<file path="src/rtl/simt_mask_pkg.sv">
package simt_mask_pkg;
  typedef enum logic [1:0] {
    CMD_NOP    = 2'd0,
    CMD_BRANCH = 2'd1,
    CMD_SWITCH = 2'd2,
    CMD_RECONV = 2'd3
  } cmd_e;

  typedef enum logic [1:0] {
    PH_IDLE  = 2'd0,
    PH_TAKEN = 2'd1,
    PH_ELSE  = 2'd2
  } phase_e;
endpackage

</file>
<file path="src/rtl/simt_branch_split.sv">
module simt_branch_split #(
  parameter int LANES = 32
) (
  input  logic [LANES-1:0] active_i,
  input  logic [LANES-1:0] cond_i,
  output logic [LANES-1:0] taken_o,
  output logic [LANES-1:0] alt_o,
  output logic             taken_none_o
);
  // Lanes already off stay off on both sides of the branch.
  assign taken_o      = active_i & cond_i;
  assign alt_o        = active_i & ~cond_i;
  assign taken_none_o = (taken_o == '0);
endmodule

</file>
<file path="src/rtl/simt_mask_stack.sv">
module simt_mask_stack #(
  parameter int LANES = 32,
  parameter int PC_W  = 16,
  parameter int DEPTH = 4
) (
  input  logic             clk,
  input  logic             rst_n,
  input  logic             push_i,
  input  logic             pop_i,
  input  logic             mark_i,
  input  logic [LANES-1:0] push_saved_i,
  input  logic [LANES-1:0] push_alt_i,
  input  logic [PC_W-1:0]  push_pc_i,
  input  logic             push_inalt_i,
  output logic             empty_o,
  output logic             full_o,
  output logic [LANES-1:0] top_saved_o,
  output logic [LANES-1:0] top_alt_o,
  output logic             top_inalt_o,
  output logic             below_valid_o,
  output logic             below_inalt_o,
  output logic [PC_W-1:0]  below_pc_o
);
  localparam int CW = $clog2(DEPTH + 1);

  logic [CW-1:0]    cnt_q;
  logic [LANES-1:0] saved_q [DEPTH];
  logic [LANES-1:0] alt_q   [DEPTH];
  logic [PC_W-1:0]  pc_q    [DEPTH];
  logic             inalt_q [DEPTH];

  assign empty_o       = (cnt_q == '0);
  assign full_o        = (cnt_q == CW'(DEPTH));
  assign below_valid_o = (cnt_q > CW'(1));

  always_ff @(posedge clk or negedge rst_n) begin
    if (!rst_n)                  cnt_q <= '0;
    else if (push_i && !full_o)  cnt_q <= cnt_q + CW'(1);
    else if (pop_i && !empty_o)  cnt_q <= cnt_q - CW'(1);
  end

  for (genvar g = 0; g < DEPTH; g++) begin : g_ent
    always_ff @(posedge clk or negedge rst_n) begin
      if (!rst_n) begin
        saved_q[g] <= '0;
        alt_q[g]   <= '0;
        pc_q[g]    <= '0;
        inalt_q[g] <= 1'b0;
      end else if (push_i && !full_o && cnt_q == CW'(g)) begin
        saved_q[g] <= push_saved_i;
        alt_q[g]   <= push_alt_i;
        pc_q[g]    <= push_pc_i;
        inalt_q[g] <= push_inalt_i;
      end else if (mark_i && cnt_q == CW'(g + 1)) begin
        inalt_q[g] <= 1'b1;
      end
    end
  end

  always_comb begin
    top_saved_o   = '0;
    top_alt_o     = '0;
    top_inalt_o   = 1'b0;
    below_inalt_o = 1'b0;
    below_pc_o    = '0;
    for (int i = 0; i < DEPTH; i++) begin
      if (cnt_q == CW'(i + 1)) begin
        top_saved_o = saved_q[i];
        top_alt_o   = alt_q[i];
        top_inalt_o = inalt_q[i];
      end
      if (cnt_q == CW'(i + 2)) begin
        below_inalt_o = inalt_q[i];
        below_pc_o    = pc_q[i];
      end
    end
  end


  stk_push_full_chk: assert property (@(posedge clk) disable iff (!rst_n)
    push_i |-> !full_o);

  stk_pop_empty_chk: assert property (@(posedge clk) disable iff (!rst_n)
    pop_i |-> !empty_o);
endmodule

</file>
<file path="src/rtl/simt_mask_ctrl.sv">
module simt_mask_ctrl
  import simt_mask_pkg::*;
#(
  parameter int LANES = 32,
  parameter int PC_W  = 16,
  parameter int DEPTH = 4
) (
  input  logic             clk,
  input  logic             rst_n,
  input  logic             cmd_valid_i,
  input  logic [1:0]       cmd_op_i,
  input  logic [LANES-1:0] cond_i,
  input  logic [PC_W-1:0]  else_pc_i,
  output logic [LANES-1:0] lane_we_o,
  output logic [1:0]       phase_o,
  output logic             pc_sel_o,
  output logic [PC_W-1:0]  else_pc_o,
  output logic             overflow_o
);
  logic [LANES-1:0] mask_q;
  phase_e           phase_q;
  logic             psel_q, ovf_q;
  logic [PC_W-1:0]  apc_q;

  logic [LANES-1:0] taken, alt, top_saved, top_alt;
  logic             taken_none, empty, full, top_inalt;
  logic             below_valid, below_inalt;
  logic [PC_W-1:0]  below_pc;

  cmd_e op;
  logic is_br, is_sw, is_rc, do_push, do_pop, do_sw;

  assign op      = cmd_e'(cmd_op_i);
  assign is_br   = cmd_valid_i && op == CMD_BRANCH;
  assign is_sw   = cmd_valid_i && op == CMD_SWITCH;
  assign is_rc   = cmd_valid_i && op == CMD_RECONV;
  assign do_push = is_br && !full;
  assign do_pop  = is_rc && !empty;
  assign do_sw   = is_sw && !empty && !top_inalt && top_alt != '0;

  simt_branch_split #(.LANES(LANES)) u_split (
    .active_i     (mask_q),
    .cond_i       (cond_i),
    .taken_o      (taken),
    .alt_o        (alt),
    .taken_none_o (taken_none)
  );

  simt_mask_stack #(.LANES(LANES), .PC_W(PC_W), .DEPTH(DEPTH)) u_stack (
    .clk           (clk),
    .rst_n         (rst_n),
    .push_i        (do_push),
    .pop_i         (do_pop),
    .mark_i        (do_sw),
    .push_saved_i  (mask_q),
    .push_alt_i    (alt),
    .push_pc_i     (else_pc_i),
    .push_inalt_i  (taken_none),
    .empty_o       (empty),
    .full_o        (full),
    .top_saved_o   (top_saved),
    .top_alt_o     (top_alt),
    .top_inalt_o   (top_inalt),
    .below_valid_o (below_valid),
    .below_inalt_o (below_inalt),
    .below_pc_o    (below_pc)
  );

  always_ff @(posedge clk or negedge rst_n) begin
    if (!rst_n) begin
      mask_q  <= '1;
      phase_q <= PH_IDLE;
      psel_q  <= 1'b0;
      apc_q   <= '0;
      ovf_q   <= 1'b0;
    end else begin
      psel_q <= 1'b0;
      if (is_br && full) ovf_q <= 1'b1;
      if (do_push) begin
        mask_q  <= taken_none ? alt : taken;
        phase_q <= taken_none ? PH_ELSE : PH_TAKEN;
        psel_q  <= taken_none;
        apc_q   <= else_pc_i;
      end else if (do_sw) begin
        mask_q  <= top_alt;
        phase_q <= PH_ELSE;
        psel_q  <= 1'b1;
      end else if (do_pop) begin
        mask_q  <= top_saved;
        phase_q <= !below_valid ? PH_IDLE : (below_inalt ? PH_ELSE : PH_TAKEN);
        apc_q   <= below_valid ? below_pc : '0;
      end
    end
  end

  assign lane_we_o  = mask_q;
  assign phase_o    = phase_q;
  assign pc_sel_o   = psel_q;
  assign else_pc_o  = apc_q;
  assign overflow_o = ovf_q;


  taken_subset_chk: assert property (@(posedge clk) disable iff (!rst_n)
    do_push |=> (lane_we_o & ~$past(lane_we_o)) == '0);

  restore_mask_chk: assert property (@(posedge clk) disable iff (!rst_n)
    do_pop |=> lane_we_o == $past(top_saved));

  idle_when_empty_chk: assert property (@(posedge clk) disable iff (!rst_n)
    empty == (phase_o == PH_IDLE));

  ovf_sticky_chk: assert property (@(posedge clk) disable iff (!rst_n)
    overflow_o |=> overflow_o);

  psel_phase_chk: assert property (@(posedge clk) disable iff (!rst_n)
    pc_sel_o |-> phase_o == PH_ELSE);
endmodule

</file>
<file path="config.mk">
export PLATFORM = sky130hd
export DESIGN_NAME = simt_mask_ctrl
export DESIGN_NICKNAME = d
export VERILOG_FILES = /design/src/rtl/simt_mask_pkg.sv /design/src/rtl/simt_branch_split.sv /design/src/rtl/simt_mask_stack.sv /design/src/rtl/simt_mask_ctrl.sv
export SDC_FILE = /design/constraint.sdc
export NUM_CORES = 1
export LEC_CHECK = 0
export ABC_AREA = 1
export BUFFER_PORTS_ARGS = -buffer_cell sky130_fd_sc_hd__buf_2
export CAP_MARGIN = 0
export CORE_ASPECT_RATIO = 0.7
export CORE_UTILIZATION = 55
export CTS_CLUSTER_SIZE = 20
export DETAILED_ROUTE_END_ITERATION = 12
export HOLD_SLACK_MARGIN = 0.1
export PLACE_DENSITY = 0.73
export SETUP_SLACK_MARGIN = 0.05
export SYNTH_ARGS = -nofsm -noshare
export SYNTH_HDL_FRONTEND = slang
export SYNTH_SLANG_ARGS = --single-unit
</file>
<file path="constraint.sdc">
create_clock -name clk -period 4.44 [get_ports clk]
set_input_delay 1.11 -clock clk [delete_from_list [all_inputs] [get_ports clk]]
set_output_delay 1.11 -clock clk [all_outputs]
set_load 0.02 [all_outputs]
</file>
* Yosys cells after proc, flatten, opt, wreduce, memory -nomap -nowiden
Cells that the tools add are included.
** Word-level totals
- Bits in writable memories :: 0
- Latch bits :: 0
- Memory bits (read-only) :: 0
- Flip-flop bits (word level) :: 379
- Output and inout port bits :: 52
- Logic and storage cells :: 116
- Memories kept :: 0
** Cells by class
- Equality and inequality tests :: 9
- Bitwise gates (word level) :: 3
- Reduce and logical (&&, ||, !) cells :: 33
- Div/mod/pow operators :: 0
- Shift-type cells :: 0
- Magnitude comparators :: 1
- Muxes and demuxes :: 46
- Multipliers :: 0
- Add/subtract/negate cells :: 2
** Operators with widths (count)
- two-way mux 32 bit :: 12
- two-way mux 16 bit :: 8
- AND 32 bit :: 2
- zero test 32 bit :: 1
- NOT 32 bit :: 1
- nonzero test 32 bit :: 1
- logical AND 1 bit :: 19
- two-way mux 1 bit :: 18
- two-way mux 2 bit :: 6
- nonzero test 2 bit :: 6
- == test 3 x 2 -> 1 bit (second input constant) :: 2
- == test 3 bit (second input constant) :: 2
- two-way mux 3 bit :: 2
- == test 2 bit (second input constant) :: 2
- adder 3 x 1 -> 3 bit (second input constant) :: 1
- == test 3 x 1 -> 1 bit (second input constant) :: 1
- greater-than comparator 3 x 1 -> 1 bit (second input constant) :: 1
- zero test 1 bit :: 3
- zero test 3 bit :: 1
- nonzero test 3 bit :: 1
- subtractor 3 x 1 -> 3 bit (second input constant) :: 1
- == test 2 x 1 -> 1 bit (second input constant) :: 1
- inequality test 2 x 1 -> 1 bit (second input constant) :: 1
- AND reduction 2 bit :: 1

* Longest topological paths before layout
- Word-level depth :: 11
- Gate-level depth with buffers :: 21
- Depth with buffers taken out :: 18

* Hierarchy
A second synthesis with hierarchy kept.
** Unflattened totals
- Cell total of the unflattened synthesis :: 2774
- Area, all modules :: 20051.7 um^2
** By module, submodules not included
- simt_mask_stack :: cells each 2052, sequential area each 8182.8 um^2, times used 1, area each 15791.4 um^2
- simt_mask_ctrl :: cells each 563, sequential area each 1341.3 um^2, times used 1, area each 3653.5 um^2
- simt_branch_split :: cells each 159, sequential area each 0.0 um^2, times used 1, area each 606.8 um^2

* Worst setup path after synthesis
OpenSTA, ideal clock, no wires.
- Kind :: reg-to-reg
- From :: register u_stack.cnt_q[2]
- To :: register phase_q[1] (netlist: phase_o[1])
- Arrival :: 2.611 ns
- Data required time :: 4.327 ns
- Stages on the path, launching flop included :: 18
- Setup slack :: 1.716 ns
- Period minus slack after synthesis :: 2.724 ns
- Cells stage by stage :: dfrtp_1 > inv_2 > clkbuf_1 > ha_1 > buf_2 > clkbuf_1 > a21oi_1 > a21oi_1 > nand2_1 > nor2_1 > nand2_1 > nor2_1 > nand2_2 > nand2_2 > nand2_2 > or2_0 > nand2_1 > inv_1
** On the way
- Longest elaborated chain between the ends :: 10
** RTL lines
- from (decl) :: RTL line simt_mask_stack.sv:26 : logic [CW-1:0] cnt_q;
- from (signal assigned) :: RTL line simt_mask_stack.sv:38 : else if (push_i && !full_o) cnt_q <= cnt_q + CW'(1);
- from (signal assigned) :: RTL line simt_mask_stack.sv:39 : else if (pop_i && !empty_o) cnt_q <= cnt_q - CW'(1);
- == test 3 x 2 -> 1 bit or == test 3 x 1 -> 1 bit (tied branches) :: RTL line simt_mask_stack.sv:67, simt_mask_stack.sv:72
- two-way mux 1 bit (on tied branches) (4 in a row) :: RTL line simt_mask_stack.sv:72, simt_mask_stack.sv:67
- two-way mux 2 bit or zero test 1 bit (tied branches) :: RTL line simt_mask_ctrl.sv:90, simt_mask_ctrl.sv:39
- two-way mux 2 bit or logical AND 1 bit (tied branches) :: RTL line simt_mask_ctrl.sv:90, simt_mask_ctrl.sv:39
- two-way mux 2 bit or logical AND 1 bit (tied branches) :: RTL line simt_mask_ctrl.sv:88, simt_mask_ctrl.sv:39
- two-way mux 2 bit :: RTL line simt_mask_ctrl.sv:84 : end else if (do_sw) begin
- two-way mux 2 bit :: RTL line simt_mask_ctrl.sv:79 : if (do_push) begin
- to (signal assigned) :: RTL line simt_mask_ctrl.sv:81 : phase_q <= taken_none ? PH_ELSE : PH_TAKEN;
- to (signal assigned) :: RTL line simt_mask_ctrl.sv:90 : phase_q <= !below_valid ? PH_IDLE : (below_inalt ? PH_ELSE : PH_TAKEN);
- to (decl) :: RTL line simt_mask_ctrl.sv:21 : phase_e phase_q;
Several ways; a longest one is shown, not always the timed one. The select of a mux whose other input is x is not followed.
A chain may end at the register's enable or synchronous reset.

* Worst setup path in the final report
- From :: register u_stack.cnt_q[0]
- To :: register mask_q[31] (netlist: lane_we_o[31])
** On the way
- Longest elaborated chain between the ends :: 10
** RTL lines
- branches (longest 10 deep; another with two-way mux 32 bit)
- to (signal assigned) :: RTL line simt_mask_ctrl.sv:80 : mask_q <= taken_none ? alt : taken;
- to (signal assigned) :: RTL line simt_mask_ctrl.sv:85 : mask_q <= top_alt;
- to (signal assigned) :: RTL line simt_mask_ctrl.sv:89 : mask_q <= top_saved;
- to (decl) :: RTL line simt_mask_ctrl.sv:20 : logic [LANES-1:0] mask_q;
Several ways; the timed one is not identified. The select of a mux whose other input is x is not followed.

==> impl_metrics.yaml <==
status:
  status: "finished with violations"
  violations: "design-rule violations"
critical_path:
  r2r-end: "lane_we_o[31]"
  slowest_delay_ps: 550
  endpoint: "lane_we_o[31]"
  crit_path_cell_trace: "ha_1 > ha_4 > inv_2 > buf_4 > o21ai_0 > inv_1 > nand2_1 > nand2_1 > nand2_1 > nor2_1 > nand2_1 > nor2_1 > nand2_2 > nand2_2 > nand2_2 > buf_4 > nor2_1 > a21oi_1"
  critPathArrivalTime_ps: 4070
  rrSetupSlack_ps: 840
  crit_top_cell: "nand2_1"
  required_ps: 4910
  crit_type: "reg -> reg"
  critical_path.startpoint: "u_stack.cnt_q[0]"
  end_kind: "register"
  cp_top_family: "buffers and inverters"
  crit_buf_inv: 4
  cp.depth: 18
  r2r-start: "u_stack.cnt_q[0]"
  critPathMaxFanout: 34
  start_kind: "register"
  r2r_cells: 18
  slowest_stage: "inv_2"
power_and_ir_drop:
  ir_drop_v: 0.000408
  power_density_nw_per_um2: 700
  p_leak_uw: 0.00998
detailed_routing:
  dr_total_vias: 16872
  drtIter0Drc: 2336
  antenna_left: 0
  vias_per_cell: 5.89
  drt_wl_total_mm: 55.2
  drc: 2
  firstDrtPassIters: 10
  wl_per_cell_um: 19.3
floorplanning:
  fp.dieH_um: 155
  die_w_um: 221
  coreArea_um2: 32600
  start_util_pct: 56.4
  rows: 55
  die_area_um2: 34200
  boundaryPins: 105
yosys:
  yosys.area.top_type: "dfrtp_1"
  yosys-top-cells-area: "dfrtp_1 (47%), nand2_1 (13%), o21ai_0 (10%)"
  synth_cells: 2382
  ys_warn_count: 0
  synth_seq_cells: 379
  synth_top_cell_area_share_pct: 47.2
  syn-num-nets: 2441
  ys_seq_area_share_pct: 51.8
  syn_avg_cell_area_um2: 7.72
  ys_types: 33
  synthesis.area_um2: 18400
global_route:
  grt_pass1_vias: 15836
  antenna_found_initial: 2
  grt_max_degree: 129
  grt_first_pass_wirelength_mm: 89.6
  grt_overflow: 0
  track_usage_pct: 33.5
timing:
  setup_viol: 0
  clock_skew_ps: 26.1
  slew_violations: 0
  rsz0062_at_grt: "no"
  hold_violations: 0
  finalSetupTns_ps: 0
  maxSlewHeadroom_pct: 18.1
  period_minus_slack_ps: 3600
  tightest_slew_ps: 1230
  fmax_ghz: 0.277
  period_share_pct: 81.2
clock_tree:
  path_clk_slew_ps: 60
  clk_path_buf_depth: 3
  cts_inserted_buffers: 38
  clock_sinks: 379
  cts_resized: 0
  post_cts_buffers: 0
  clock_latency_ps: 550
  cts_tree: "yes"
  root_buffer: "clkbuf_16"
  ctsHoldBuffers: 0
  htree_levels: 2
finish:
  drive_above_1_share_pct: 10.7
  fin_area_um2: 20600
  final_cell_count_no_fill: 2863
  final_cell_mix: "nand2_1 (622), o21ai_0 (377), dfrtp_1 (347), inv_1 (230), a21oi_1 (208)"
  syn2layout_area_growth_pct: 11.8
  final_common_cell: "nand2_1"
  final_nets: 2464
placement:
  io_buffers: 104
  hpwl_mm: 34.9
  globalplace.congestion: 0.865
  place_area_um2: 19300
  dp_cells: 2792
hold_path:
  hold_path_class: "reg -> reg"
job:
  cap_violations: 0
==> worst register-to-register path, stage by stage (launching register included) <==
cell,delay (ps)
dfrtp_1,400
ha_1,240
ha_4,180
inv_2,550
buf_4,420
o21ai_0,140
inv_1,80
nand2_1,60
nand2_1,100
nand2_1,70
nor2_1,120
nand2_1,60
nor2_1,140
nand2_2,90
nand2_2,100
nand2_2,280
buf_4,340
nor2_1,120
a21oi_1,50
==> metal layers <==
metal  wire length (um)  track usage (%)  vias to the layer above
met5                 13                0                        -
met4               1160             8.41                        2
met3               6300             7.04                      106
met2              23200             46.9                      931
met1              24600             52.4                     8046
li1                   -                -                     7787
==> registers in the layout, indices dropped and copies added (netlist names), 2 cells and up <==
signal           cells
u_stack.inalt_q      4
u_stack.cnt_q        3
lane_we_o           32
u_stack.pc_q        64
u_stack.alt_q      128
phase_o              2
else_pc_o           16
u_stack.saved_q    128
==> synth_stat cells <==
library cell	number
a21oi_1	209
dfrtp_1	347
nor4_1	2
buf_4	7
a221oi_1	32
nor2_2	1
nor2_1	161
ha_1	6
clkbuf_1	118
nor3_1	2
inv_2	4
nand4_1	11
xor2_1	1
clkinv_1	1
inv_1	232
o22ai_1	1
buf_2	23
or2_2	1
a2bb2oi_1	1
o211ai_1	16
o21ai_0	377
a31oi_1	5
nand2_2	3
o21bai_1	1
nand3_1	144
dfstp_2	32
a22oi_1	3
a21o_1	1
or2_0	1
a211oi_2	1
o2111ai_1	1
nand2_1	623
buf_1	14
==> power by group <==
part | internal, uW | leakage, uW | switching [uW]
logic | 1670 | 0.00495 | 3640
registers | 4970 | 0.00441 | 838
clock network | 1890 | 0.000619 | 1380
total | 8530 | 0.00998 | 5860
==> final cells by class <==
| type | count | area (um2) |
|---|---|---|
| diodes | 2 | 5.00 |
| well taps | 427 | 534 |
| flip-flops and latches | 379 | 9520 |
| inverters | 237 | 895 |
| fillers | 2788 | 12100 |
| multi-input cells | 1604 | 7400 |
| clock inverters | 13 | 124 |
| repair buffers | 145 | 951 |
| clock buffers | 56 | 1130 |
==> cell families after synthesis <==
family / count (synthesis) / share of synthesized area (%)
buf+inv: 399 / 8.44
simple gates: 949 / 20.6
xor+xnor: 1 / 0.0476
compound gates: 648 / 18.7
flops: 379 / 51.8
fa+ha+maj: 6 / 0.408
==> per-stage QoR <==
stage                     power (uW)  setup slack [ps]  hold slack, ps  utilization, %
after CTS                      14300               899             474            63.0
final                          14400               836             473            63.0
after global routing           15400               620             489            63.0
after detailed placement       11000               918             459            59.2
after global placement         10800              1000             444            59.2
after floorplan                 9200              1720             442               -
==> how the worst min path moves through the flow <==
stage | to | depth (start not counted) | start | slack (ps)
finish | u_stack.alt_q[82] | 2 | u_stack.alt_q[82] | 470
global route | overflow_o | 1 | overflow_o | 490
CTS | u_stack.alt_q[82] | 2 | u_stack.alt_q[82] | 470
detailed placement | u_stack.alt_q[83] | 2 | u_stack.alt_q[83] | 460
global placement | overflow_o | 1 | overflow_o | 440
floorplan | u_stack.alt_q[67] | 2 | u_stack.alt_q[67] | 440
(Power assumes the default switching activity.)
